--- src/rtl/epe_pkg.sv ---
package epe_pkg;

    // Phase of the shared quiet-time counter
    typedef enum logic {
        PH_IDLE    = 1'b0,   // waiting for the first refresh after activity
        PH_REFRESH = 1'b1    // steady input, periodic refresh running
    } epe_phase_e;

endpackage

--- src/rtl/epe_sync.sv ---
module epe_sync #(
    parameter int STAGES = 2
) (
    input  logic clk_i,
    input  logic rst_ni,
    input  logic d_i,
    output logic q_o,
    output logic valid_o
);

    localparam int FW = $clog2(STAGES + 1);
    localparam logic [FW-1:0] FILL_FULL = FW'(STAGES);

    typedef struct packed {
        logic [STAGES-1:0] chain;
        logic [FW-1:0]     fill;
    } sync_st_t;

    sync_st_t st_d, st_q;

    always_comb begin
        st_d = st_q;
        st_d.chain[0] = d_i;
        for (int k = 1; k < STAGES; k++) begin
            st_d.chain[k] = st_q.chain[k-1];
        end
        // count edges until the last stage carries a sampled value
        if (st_q.fill != FILL_FULL) begin
            st_d.fill = st_q.fill + FW'(1);
        end
    end

    always_ff @(posedge clk_i or negedge rst_ni) begin
        if (!rst_ni) begin
            st_q <= '0;
        end else begin
            st_q <= st_d;
        end
    end

    assign q_o     = st_q.chain[STAGES-1];
    assign valid_o = (st_q.fill == FILL_FULL);

endmodule

--- src/rtl/epe_timer.sv ---
module epe_timer
    import epe_pkg::*;
#(
    parameter int IDLE_CYCLES    = 256,
    parameter int REFRESH_CYCLES = 128
) (
    input  logic clk_i,
    input  logic rst_ni,
    input  logic armed_i,    // a captured level exists
    input  logic hold_i,     // channel muted: park so release fires at once
    input  logic restart_i,  // a transition was seen this cycle
    output logic due_o       // a refresh falls due this cycle
);

    localparam int MAXC = (IDLE_CYCLES > REFRESH_CYCLES) ? IDLE_CYCLES : REFRESH_CYCLES;
    localparam int CW   = (MAXC > 1) ? $clog2(MAXC) : 1;
    localparam logic [CW-1:0] IDLE_LAST = CW'(IDLE_CYCLES - 1);
    localparam logic [CW-1:0] REF_LAST  = CW'(REFRESH_CYCLES - 1);

    typedef struct packed {
        epe_phase_e    ph;
        logic [CW-1:0] cnt;
    } tmr_st_t;

    tmr_st_t st_d, st_q;
    logic    due;

    always_comb begin
        if (st_q.ph == PH_IDLE) begin
            due = (st_q.cnt == IDLE_LAST);
        end else begin
            due = (st_q.cnt == REF_LAST);
        end

        st_d = st_q;
        if (!armed_i) begin
            st_d.ph  = PH_IDLE;
            st_d.cnt = '0;
        end else if (hold_i) begin
            st_d.ph  = PH_IDLE;
            st_d.cnt = IDLE_LAST;
        end else if (restart_i) begin
            st_d.ph  = PH_IDLE;
            st_d.cnt = '0;
        end else if (due) begin
            st_d.ph  = PH_REFRESH;
            st_d.cnt = '0;
        end else begin
            st_d.cnt = st_q.cnt + CW'(1);
        end
    end

    always_ff @(posedge clk_i or negedge rst_ni) begin
        if (!rst_ni) begin
            st_q <= '{ph: PH_IDLE, cnt: '0};
        end else begin
            st_q <= st_d;
        end
    end

    assign due_o = due;

endmodule

--- src/rtl/epe_pulse_gen.sv ---
module epe_pulse_gen (
    input  logic clk_i,
    input  logic rst_ni,
    input  logic level_i,    // synchronized input level
    input  logic valid_i,    // level_i carries a sampled value
    input  logic dis_i,
    input  logic due_i,
    output logic armed_o,
    output logic restart_o,
    output logic set_o,
    output logic clr_o
);

    typedef struct packed {
        logic lvl;
        logic armed;
        logic set;
        logic clr;
    } pg_st_t;

    pg_st_t st_d, st_q;
    logic   edge_seen;
    logic   fire;

    always_comb begin
        edge_seen = st_q.armed && (level_i != st_q.lvl);
        // a transition and a due refresh both encode level_i, so one pulse covers both
        fire      = !dis_i && (edge_seen || due_i);

        st_d     = st_q;
        st_d.set = 1'b0;
        st_d.clr = 1'b0;
        if (valid_i) begin
            st_d.lvl   = level_i;
            st_d.armed = 1'b1;
            if (st_q.armed && fire) begin
                st_d.set = level_i;
                st_d.clr = !level_i;
            end
        end
    end

    always_ff @(posedge clk_i or negedge rst_ni) begin
        if (!rst_ni) begin
            st_q <= '0;
        end else begin
            st_q <= st_d;
        end
    end

    assign armed_o   = st_q.armed;
    assign restart_o = edge_seen;
    assign set_o     = st_q.set;
    assign clr_o     = st_q.clr;

endmodule

--- src/rtl/edge_pulse_enc.sv ---
module edge_pulse_enc #(
    parameter int SYNC_STAGES    = 2,
    parameter int IDLE_CYCLES    = 256,
    parameter int REFRESH_CYCLES = 128
) (
    input  logic clk_i,
    input  logic rst_ni,
    input  logic din_i,
    input  logic dis_i,
    output logic set_pulse_o,
    output logic clr_pulse_o
);

    logic lvl_sync;
    logic lvl_valid;
    logic armed;
    logic restart;
    logic due;

    epe_sync #(
        .STAGES(SYNC_STAGES)
    ) u_sync (
        .clk_i  (clk_i),
        .rst_ni (rst_ni),
        .d_i    (din_i),
        .q_o    (lvl_sync),
        .valid_o(lvl_valid)
    );

    epe_timer #(
        .IDLE_CYCLES   (IDLE_CYCLES),
        .REFRESH_CYCLES(REFRESH_CYCLES)
    ) u_timer (
        .clk_i    (clk_i),
        .rst_ni   (rst_ni),
        .armed_i  (armed),
        .hold_i   (dis_i),
        .restart_i(restart),
        .due_o    (due)
    );

    epe_pulse_gen u_pgen (
        .clk_i    (clk_i),
        .rst_ni   (rst_ni),
        .level_i  (lvl_sync),
        .valid_i  (lvl_valid),
        .dis_i    (dis_i),
        .due_i    (due),
        .armed_o  (armed),
        .restart_o(restart),
        .set_o    (set_pulse_o),
        .clr_o    (clr_pulse_o)
    );

endmodule

--- config.mk ---
export PLATFORM = sky130hd
export DESIGN_NAME = edge_pulse_enc
export DESIGN_NICKNAME = d
export VERILOG_FILES = /design/src/rtl/epe_pkg.sv /design/src/rtl/epe_sync.sv /design/src/rtl/epe_timer.sv /design/src/rtl/epe_pulse_gen.sv /design/src/rtl/edge_pulse_enc.sv
export SDC_FILE = /design/constraint.sdc
export NUM_CORES = 1
export LEC_CHECK = 0
export BUFFER_PORTS_ARGS = -buffer_cell sky130_fd_sc_hd__buf_2
export CAP_MARGIN = 40
export CELL_PAD_IN_SITES_DETAIL_PLACEMENT = 1
export CELL_PAD_IN_SITES_GLOBAL_PLACEMENT = 2
export CORE_MARGIN = 4
export CORE_UTILIZATION = 37
export DETAILED_ROUTE_END_ITERATION = 6
export GPL_ROUTABILITY_DRIVEN = 0
export PLACE_DENSITY_LB_ADDON = 0.3
export SYNTH_ARGS = -nofsm -noshare
export SYNTH_HDL_FRONTEND = slang
export SYNTH_SLANG_ARGS = --single-unit
--- constraint.sdc ---
create_clock -name clk_i -period 1.65 [get_ports clk_i]
set_input_delay 0.2475 -clock clk_i [delete_from_list [all_inputs] [get_ports clk_i]]
set_output_delay 0.2475 -clock clk_i [all_outputs]
set_load 0.03 [all_outputs]
==> out/qor.txt <==
run status: finished clean
FP Rows: 15
Post-synth EDFFs: 0
number of nets in the layout: 81
xor and xnor area share after synthesis: 0.109
DRC violations left: 0
# H-tree levels: 1
total global routing overflow: 0
simple-gate share of the synthesized area: 0.174
met2 Track Usage GR: 0.190
area of the multi-input gates: 292 sq um
Req. time, crit path: 1.87 ns
Tot GR Track Use: 0.130
synthesized cell area: 724 sq um
total number of vias: 474
hold crit path type: in2reg
setup_tns: 0 ns
layout cells sized above 1: 0.189
setup bufs post-CTS: 0
tightest slew margin relative to the limit: 0.752
Via density: 4.79
Critical Path AT: 1.67 ns
final core occ: 0.458
top-area cell type share of the netlist area: 0.587
most frequent cells after synthesis: dfrtp_1, o21ai_0, nand2_1, xnor2_1, nor2_1
CTS clk-pin slew, worst paths: 0.10 ns
Global Route met3 Usage: 0.0256
Area growth, synth to finish: 12.8%
post-synthesis compound-gate area fraction: 0.0691
crit path cell chain: ha_1 -> nand3_1 -> nor3_2 -> or2_2 -> o21ai_0
Finished Cell Area: 817 sq um
Unique masters post-synth: 19
antenna violations before repair: 0
Max Slew Vio Count: 0
clk root buf: clkbuf_4
top cell type by total area after synthesis: dfrtp_1
Num CTS Buffers: 3
CTS max path bufs: 2
main combinational cell family by area after synthesis: simple AND/OR/NAND/NOR gates
Worst path slowest cell: dfrtp_1
count leader, synth: dfrtp_1
drt wl/cell: 12.5 microns
GR peak layer: met2
Fmax: 688 MHz
Initial Util: 0.406
worst-margin pin slew: 0.372 ns
critical setup path kind: reg2reg
main flop type after synthesis: dfrtp_1
leakage power: 0.349 nW
io pins: 6
mux share of post-synthesis cell area: 0.0155
Tcrit/Tclk final: 0.881
Die Ht: 52.3 microns
syn avg cell area: 11.3 sq um
FF+latch count, synth: 17
RSZ-0062 raised after global routing: false
CTS tree: built
CTS Sinks: 17
total die area: 2730 sq um
CP peak stage delay: 0.43 ns
WP buf/inv: 0
Syn Inst Count: 64
skew final: 0.00555 ns
port bufs: 5
maximum vdd drop: 0.395 mV
final setup vio count: 0
die width: 52.3 microns
vias in the first global route: 539
WL final: 1240 microns
DRT Pass-1 Iters: 2
adder-cell share of the synthesized area: 0.0345
maxcap violations: 0
largest net degree at the start of global routing: 18
crit path time final: 1.45 ns
Final Hold Fails: 0
crit path launch type: flip-flop
Synth area leaders: dfrtp_1, xnor2_1, o21ai_0
PwrDens: 993 nW/um^2
Post-DP HPWL: 939 microns
CP max FO: 5
Setup crit end kind: flip-flop
DR iter-0 viols: 4
worst skew pair latency: 0.29 ns
Antenna Nets Post-Route: 0
first-pass GRT wire length: 2480 microns
met1 usage: 0.165
n_diodes: 0
Warnings, synthesis: 0
core area: 1780 sq um
post-synthesis sequential area ratio: 0.587
synthesized net count: 70
# fillers: 196
total area of sequential cells: 425 sq um
asr flop ratio synth: 1.00
delay-heaviest family, CP: simple AND/OR/NAND/NOR gates
Area after DPL: 781 sq um
==> final cells by class <==
cell class / instances / area share
Inverter: 2 / 0.00919
Sequential cell: 17 / 0.521
Clock buffer: 4 / 0.0322
Tap cell: 25 / 0.0383
Multi-Input combinational cell: 45 / 0.357
Timing Repair Buffer: 6 / 0.0429
==> sequential cells by signal (all words and copies together), names as in the netlist <==
| signal | cells |
|---|---|
| u_pgen.armed_o | 1 |
| u_pgen.clr_o | 1 |
| u_pgen.set_o | 1 |
| u_pgen.st_q | 1 |
| u_sync.q_o | 1 |
| u_sync.st_d | 1 |
| u_sync.st_q | 2 |
| u_timer.st_q | 9 |
==> path summary, 6_finish.rpt <==
check                                start  depth (start not counted)  slack [ns]              end
max reg2reg                u_timer.st_q[0]                          5        0.20  u_timer.st_q[5]
min reg2reg                 u_sync.st_d[3]                          0        0.36       u_sync.q_o
max in group asynchronous           rst_ni                          2        0.99   u_pgen.armed_o
min                                  din_i                          1        0.06   u_sync.st_d[3]
min in group asynchronous           rst_ni                          2        0.39  u_timer.st_q[8]
max                        u_timer.st_q[0]                          5        0.20  u_timer.st_q[5]
==> power by group <==
part	total, mW	internal [mW]	switching (mW)
Sequential	0.474	0.445	0.0290
Clock	0.223	0.0940	0.129
Combinational	0.114	0.0504	0.0634
==> through the flow <==
step / hold slack [ns] / setup WS, ns / std cells / total power, mW
5_1_grt: 0.0475 / 0.0309 / 99 / 0.873
3_3_place_gp: 0.185 / 0.253 / 94 / 0.597
3_5_place_dp: 0.192 / 0.203 / 94 / 0.598
4_1_cts: 0.0497 / 0.180 / 99 / 0.827
2_1_floorplan: -0.0481 / 0.327 / 64 / 0.560
6_report: 0.0601 / 0.196 / 99 / 0.812
==> cells by family (layout without fill, tap and decap cells) <==
| logic type | count (synthesis) | in the layout |
|---|---|---|
| simple gates | 23 | 23 |
| flops | 17 | 17 |
| compound gates | 10 | 10 |
| xor+xnor | 9 | 9 |
| fa+ha+maj | 2 | 2 |
| buf+inv | 2 | 12 |
| mux | 1 | 1 |
==> routing by layer <==
| metal | vias up | share of wire |
|---|---|---|
| li1 | 238 | - |
| met1 | 227 | 0.50 |
| met2 | 5 | 0.44 |
| met3 | 4 | 0.025 |
| met4 | 0 | 0.030 |
| met5 | - | 0 |
==> what timing repair did <==
action                     4_1_cts  5_1_grt
resized for setup                0        0
hold buffers                     1        0
setup endpoints to repair        0        0
hold endpoints to repair        17        0
==> placed cells by master (no fill, tap or decap) <==
master / synthesis / layout
nor3_1: 2 / 2
nand3_2: 1 / 1
nor4_1: 1 / 1
nor3_2: 1 / 1
dlygate4sd3_1: 0 / 1
nor4b_2: 1 / 1
nor2b_1: 1 / 1
o21ai_1: 1 / 1
xor2_1: 2 / 2
nor2_1: 4 / 4
buf_2: 0 / 5
clkbuf_4: 0 / 3
dfrtp_1: 17 / 17
inv_1: 2 / 2
clkbuf_1: 0 / 1
a21oi_1: 1 / 1
or2_2: 2 / 2
mux2_2: 1 / 1
ha_1: 2 / 2
nand2_1: 7 / 7
xnor2_1: 7 / 7
nand3_1: 3 / 3
o21ai_0: 8 / 8
(Power assumes the default switching activity.)
